**config.mk**
```make
export PLATFORM = sky130hd
export DESIGN_NAME = uart_dbuf_tx
export DESIGN_NICKNAME = d
export VERILOG_FILES = /design/src/rtl/uart_tx_pkg.sv /design/src/rtl/uart_hold_buf.sv /design/src/rtl/uart_frame_shifter.sv /design/src/rtl/uart_irq_latch.sv /design/src/rtl/uart_dbuf_tx.sv
export SDC_FILE = /design/constraint.sdc
export NUM_CORES = 1
export LEC_CHECK = 0
export ABC_AREA = 0
export BUFFER_PORTS_ARGS = -buffer_cell sky130_fd_sc_hd__buf_4
export CAP_MARGIN = 30
export CELL_PAD_IN_SITES_DETAIL_PLACEMENT = 1
export CELL_PAD_IN_SITES_GLOBAL_PLACEMENT = 2
export CORE_UTILIZATION = 37
export CTS_CLUSTER_DIAMETER = 40
export CTS_CLUSTER_SIZE = 8
export DETAILED_ROUTE_END_ITERATION = 12
export PLACE_DENSITY_LB_ADDON = 0.25
export SYNTH_ARGS = -nofsm -noshare
export SYNTH_HDL_FRONTEND = slang
export SYNTH_SLANG_ARGS = --single-unit
```
**constraint.sdc**
```tcl
create_clock -name clk -period 1.94 [get_ports clk]
set_input_delay 0.291 -clock clk [delete_from_list [all_inputs] [get_ports clk]]
set_output_delay 0.291 -clock clk [all_outputs]
set_load 0.01 [all_outputs]
```
**src/rtl/uart_tx_pkg.sv**
```systemverilog
package uart_tx_pkg;
  typedef enum logic {
    IRQ_ON_EMPTY = 1'b0,
    IRQ_ON_DONE  = 1'b1
  } irq_mode_e;

  localparam int STS_W         = 3;
  localparam int STS_EMPTY_BIT = 0;
  localparam int STS_DONE_BIT  = 2;
endpackage

```
**src/rtl/uart_hold_buf.sv**
```systemverilog
module uart_hold_buf #(
  parameter int DW = 8
) (
  input  logic          clk,
  input  logic          rst_n,
  input  logic          wr_en,
  input  logic [DW-1:0] wr_data,
  input  logic          take,
  output logic [DW-1:0] hold_data,
  output logic          hold_full
);
  // A write always wins over a take in the same cycle: the shift stage
  // captures the old byte and the new byte stays pending.
  always_ff @(posedge clk or negedge rst_n) begin
    if (!rst_n) begin
      hold_data <= '0;
      hold_full <= 1'b0;
    end else begin
      if (wr_en) begin
        hold_data <= wr_data;
        hold_full <= 1'b1;
      end else if (take) begin
        hold_full <= 1'b0;
      end
    end
  end
endmodule

```
**src/rtl/uart_frame_shifter.sv**
```systemverilog
module uart_frame_shifter #(
  parameter int DW  = 8,
  parameter int OVS = 16
) (
  input  logic          clk,
  input  logic          rst_n,
  input  logic          baud_tick,
  input  logic          start_req,
  input  logic [DW-1:0] load_data,
  output logic          load,
  output logic          frame_done,
  output logic          busy,
  output logic          txd
);
  localparam int NBITS = DW + 2;
  localparam int CNT_W = (OVS > 1) ? $clog2(OVS) : 1;
  localparam int IDX_W = $clog2(NBITS);
  localparam logic [CNT_W-1:0] CNT_LAST = CNT_W'(OVS - 1);
  localparam logic [IDX_W-1:0] IDX_LAST = IDX_W'(NBITS - 1);

  logic [CNT_W-1:0] tick_cnt;
  logic [IDX_W-1:0] bit_idx;
  logic [DW-1:0]    shreg;
  logic             bit_end;
  logic             last_slot;

  // Line level for a frame position: 0 start, data LSB first, then stop.
  function automatic logic frame_level(input logic [IDX_W-1:0] idx,
                                       input logic [DW-1:0] data);
    logic [DW-1:0] sh;
    if (idx == '0) return 1'b0;
    if (idx > IDX_W'(DW)) return 1'b1;
    sh = data >> (idx - IDX_W'(1));
    return sh[0];
  endfunction

  assign bit_end    = busy && (tick_cnt == CNT_LAST);
  assign last_slot  = bit_end && (bit_idx == IDX_LAST);
  assign load       = baud_tick && start_req && (!busy || last_slot);
  assign frame_done = baud_tick && last_slot;
  assign txd        = busy ? frame_level(bit_idx, shreg) : 1'b1;

  always_ff @(posedge clk or negedge rst_n) begin
    if (!rst_n) begin
      busy     <= 1'b0;
      tick_cnt <= '0;
      bit_idx  <= '0;
      shreg    <= '0;
    end else if (load) begin
      busy     <= 1'b1;
      tick_cnt <= '0;
      bit_idx  <= '0;
      shreg    <= load_data;
    end else if (busy && baud_tick) begin
      if (bit_end) begin
        tick_cnt <= '0;
        if (last_slot) begin
          busy    <= 1'b0;
          bit_idx <= '0;
        end else begin
          bit_idx <= bit_idx + IDX_W'(1);
        end
      end else begin
        tick_cnt <= tick_cnt + CNT_W'(1);
      end
    end
  end
endmodule

```
**src/rtl/uart_irq_latch.sv**
```systemverilog
module uart_irq_latch (
  input  logic clk,
  input  logic rst_n,
  input  logic set_evt,
  input  logic clr,
  output logic req
);
  always_ff @(posedge clk or negedge rst_n) begin
    if (!rst_n)       req <= 1'b0;
    else if (set_evt) req <= 1'b1;
    else if (clr)     req <= 1'b0;
  end
endmodule

```
**src/rtl/uart_dbuf_tx.sv**
```systemverilog
module uart_dbuf_tx
  import uart_tx_pkg::*;
#(
  parameter int DW  = 8,
  parameter int OVS = 16
) (
  input  logic             clk,
  input  logic             rst_n,
  input  logic             baud_tick,
  input  logic             wr_en,
  input  logic [DW-1:0]    wr_data,
  input  logic             irq_mode,
  input  logic             irq_clr,
  output logic             txd,
  output logic [STS_W-1:0] status,
  output logic             irq_req
);
  logic          hold_full;
  logic [DW-1:0] hold_data;
  logic          xfer_load;
  logic          frame_done;
  logic          shift_busy;
  logic          irq_evt;
  irq_mode_e     mode_sel;

  uart_hold_buf #(.DW(DW)) u_buf (
    .clk(clk), .rst_n(rst_n), .wr_en(wr_en), .wr_data(wr_data),
    .take(xfer_load), .hold_data(hold_data), .hold_full(hold_full)
  );

  uart_frame_shifter #(.DW(DW), .OVS(OVS)) u_shift (
    .clk(clk), .rst_n(rst_n), .baud_tick(baud_tick),
    .start_req(hold_full), .load_data(hold_data),
    .load(xfer_load), .frame_done(frame_done),
    .busy(shift_busy), .txd(txd)
  );

  assign mode_sel = irq_mode_e'(irq_mode);
  assign irq_evt  = (mode_sel == IRQ_ON_DONE) ? frame_done : xfer_load;

  uart_irq_latch u_irq (
    .clk(clk), .rst_n(rst_n), .set_evt(irq_evt), .clr(irq_clr), .req(irq_req)
  );

  always_comb begin
    status                = '0;
    status[STS_EMPTY_BIT] = ~hold_full;
    status[STS_DONE_BIT]  = ~shift_busy;
  end
endmodule

```
==> flow_metrics.py <==
metrics = {
    "sta": {
        "worst_slew_pin_slew_ns": 0.578,
        "fin_worst_skew_ns": 0.00379,
        "fin_crit_ns": 2.28,
        "relSlewSlack_pct": 61.1,
        "timing.fmax_ghz": 0.438,
        "fin_ws_ns": -0.345,
        "grt_setup_unrepaired": "true",
        "setup_violations": 1,
        "fin_crit_sh_pct": 118,
        "hold_violations": 0,
        "timing.hold.ws_ns": 0.190,
        "drv_slew": 0,
    },
    "setup_path": {
        "cp-end-kind": "output pin",
        "crit_family": "multiplexers",
        "required_ns": 1.65,
        "start_kind": "flip-flop",
        "crit_chain": "inv_2 -> ha_4 -> mux4_2 -> mux2_4 -> a21oi_2 -> o21ai_1 -> buf_4",
        "cp.arrival_ns": 1.99,
        "timing.critical_path.fanout_max": 3,
        "crit_buf_inv": 2,
        "max_stage_delay_ns": 0.42,
        "ff2ff_path_depth": 9,
        "slowest_stage": "dfrtp_1",
        "reg2reg_from": "u_shift.bit_idx[0]",
        "path_class": "reg2out",
        "regToRegEndpoint": "u_shift.shreg[0]",
        "rrSetupSlack_ns": 0.01,
    },
    "cells_and_area": {
        "drive_gt1_share_pct": 44.6,
        "fin_area_um2": 1680,
        "area_delta_synth_final_pct": 23.6,
        "post-route-util_pct": 49.1,
        "fillers": 369,
        "antenna_cells": 0,
        "nets": 159,
    },
    "floorplanning": {
        "core-area_um2": 3420,
        "start_util_pct": 39.7,
        "ioPinCount": 19,
        "std_cell_rows": 21,
        "chipHeight_um": 62.5,
        "die_x_um": 62.5,
        "die_area_um2": 3910,
    },
    "grt": {
        "grt_pass1_wl_um": 5110,
        "track_usage_pct": 16.9,
        "grt_overflow_total": 0,
        "grt_max_degree": 28,
        "first_global_vias": 1038,
        "antenna_found_initial": 0,
    },
    "cts": {
        "cts_inserted_buffers": 3,
        "cts_root_buf": "clkbuf_4",
        "cts_max_level": 1,
        "clk_path_buf_depth": 2,
        "clock_latency_ns": 0.32,
        "cts_tree": "yes",
        "clk_pin_slew_worst_paths_ns": 0.14,
        "cts_sinks": 27,
    },
    "drt": {
        "wl_per_cell_um": 15.4,
        "antenna_left": 0,
        "drc": 0,
        "first_iter_violations": 31,
        "num_vias": 957,
        "viasPerCell": 5.17,
        "first_pass_iters": 3,
        "routed_wl_um": 2860,
    },
    "worst_hold_path": {
        "whs_endpoint": "u_irq.req",
        "hold_depth": 2,
        "min_path_type": "in2reg",
        "min_from": "irq_mode",
    },
    "pwr": {
        "ir_drop_v": 0.000429,
        "sw_frac_of_total_pct": 32.5,
        "switchingPower_mw": 0.538,
        "pwr-share-seq_pct": 44.0,
        "p_comb_share_pct": 41.5,
        "power_density_nw_per_um2": 988,
        "clockPowerShare_pct": 14.4,
        "p_leak_nw": 0.782,
        "intPower_mw": 1.12,
        "report.power.total_mw": 1.66,
    },
    "synthesis": {
        "ys_async_sr_fraction_pct": 100,
        "synthCells": 111,
        "synth-seq-area-share_pct": 49.8,
        "synth.distinct_cells": 34,
        "syn_nets": 130,
        "avgSynthCellArea_um2": 12.2,
        "ys_warn_count": 0,
        "ys_seq_elements": 27,
        "synth_area_um2": 1360,
        "synth_edf_count": 0,
        "synth-main-ff-cell": "dfrtp_1",
    },
    "placed_design": {
        "placed_cell_area_um2": 1570,
        "place_congestion": 0.712,
        "io_buffers": 17,
        "place_hpwl_um": 2150,
        "dp_slack_ns": -0.0966,
    },
    "outcome": {
        "status": "complete, but fails checks",
        "violations": "setup timing",
    },
    "flow_run": {
        "cap_viol_max_count": 0,
    },
}
[cells in the mapped netlist, drive strengths merged (3+ instances only)]
library cell / n / share of area (%)
ha: 5 / 4.6
nand2: 6 / 1.7
inv: 7 / 1.9
buf: 3 / 2.2
mux2: 17 / 15
nand3: 3 / 1.1
o21ai: 11 / 4.1
dfrtp: 27 / 50
a21oi: 4 / 1.8
nor2: 3 / 0.83
[cell usage in the layout, fill, tap and decap left out, drive strengths merged, types with 2 or more instances in the layout]
cell type   n
o21ai      11
nand3       3
buf        27
mux2       17
clkbuf      3
inv         7
dfrtp      27
a22o        2
nand2b      2
nor2        3
nand4       2
a21oi       4
a32o        2
nor3        2
nand2       6
mux4        2
ha          5
[power by group through the flow]
stage / sequential [mW] / clock [mW] / combinational (mW)
after floorplan: 0.722 / 0 / 0.374
after global placement: 0.734 / 0 / 0.508
after detailed placement: 0.743 / 0 / 0.541
after CTS: 0.727 / 0.255 / 0.689
after global routing: 0.744 / 0.288 / 0.762
final: 0.729 / 0.239 / 0.688
[routing by layer]
layer,vias to the layer above,global-route usage (%),share of wire (%)
met5,-,0,0
met4,0,5.23,0.67
met3,2,2.19,2.1
met2,12,28.9,51
met1,490,22.3,46
li1,453,-,-
[repair_timing]
| action | CTS | global route |
|---|---|---|
| pin swaps | 4 | 0 |
| setup buffers | 3 | 0 |
| gates resized for setup | 11 | 4 |
| hold buffers | 1 | 0 |
| setup endpoints to repair | 1 | 13 |
| endpoints found under the hold margin | 27 | 0 |
[kinds of logic after synthesis]
group | share of synthesized area, %
muxes | 19.8
xor gates and xnor gates | 0.646
DFF | 49.8
buffers and inverters | 4.43
adders and majority gates | 4.61
and+or+nand+nor | 8.95
other | 0.276
AOI/OAI and AO/OA | 11.4
[sequential cells by signal, summed over array words and instances (netlist names)]
| signal | flops |
|---|---|
| u_buf.hold_data | 8 |
| u_shift.shreg | 8 |
| u_shift.bit_idx | 4 |
| u_shift.tick_cnt | 4 |
| u_buf.hold_full | 1 |
| u_irq.req | 1 |
| u_shift.busy | 1 |
[area by class of cell]
type	instances	area, um2	share of cell area [%]
Sequential cell	27	676	40.3
Multi-Input combinational cell	73	664	39.6
Timing Repair Buffer	28	225	13.4
Tap cell	46	57.6	3.43
Inverter	7	26.3	1.57
Clock buffer	3	22.5	1.34
Clock inverter	1	5.00	0.299
[how the worst max path moves through the flow]
stage / startpoint / to / cells past startpoint
finish: u_shift.bit_idx[0] / txd / 7
global route: u_shift.bit_idx[0] / txd / 7
CTS: u_shift.bit_idx[0] / txd / 7
detailed placement: u_shift.bit_idx[0] / txd / 7
global placement: u_shift.bit_idx[0] / txd / 7
floorplan: u_shift.bit_idx[0] / txd / 7
[metrics by stage]
| step | setup TNS, ns | instances |
|---|---|---|
| final | -0.345 | 185 |
| after global routing | -1.21 | 185 |
| after CTS | -0.351 | 185 |
| after detailed placement | -0.0966 | 177 |
| after global placement | 0 | 177 |
| after floorplan | 0 | 111 |
Power figures use the tool's default switching activity.
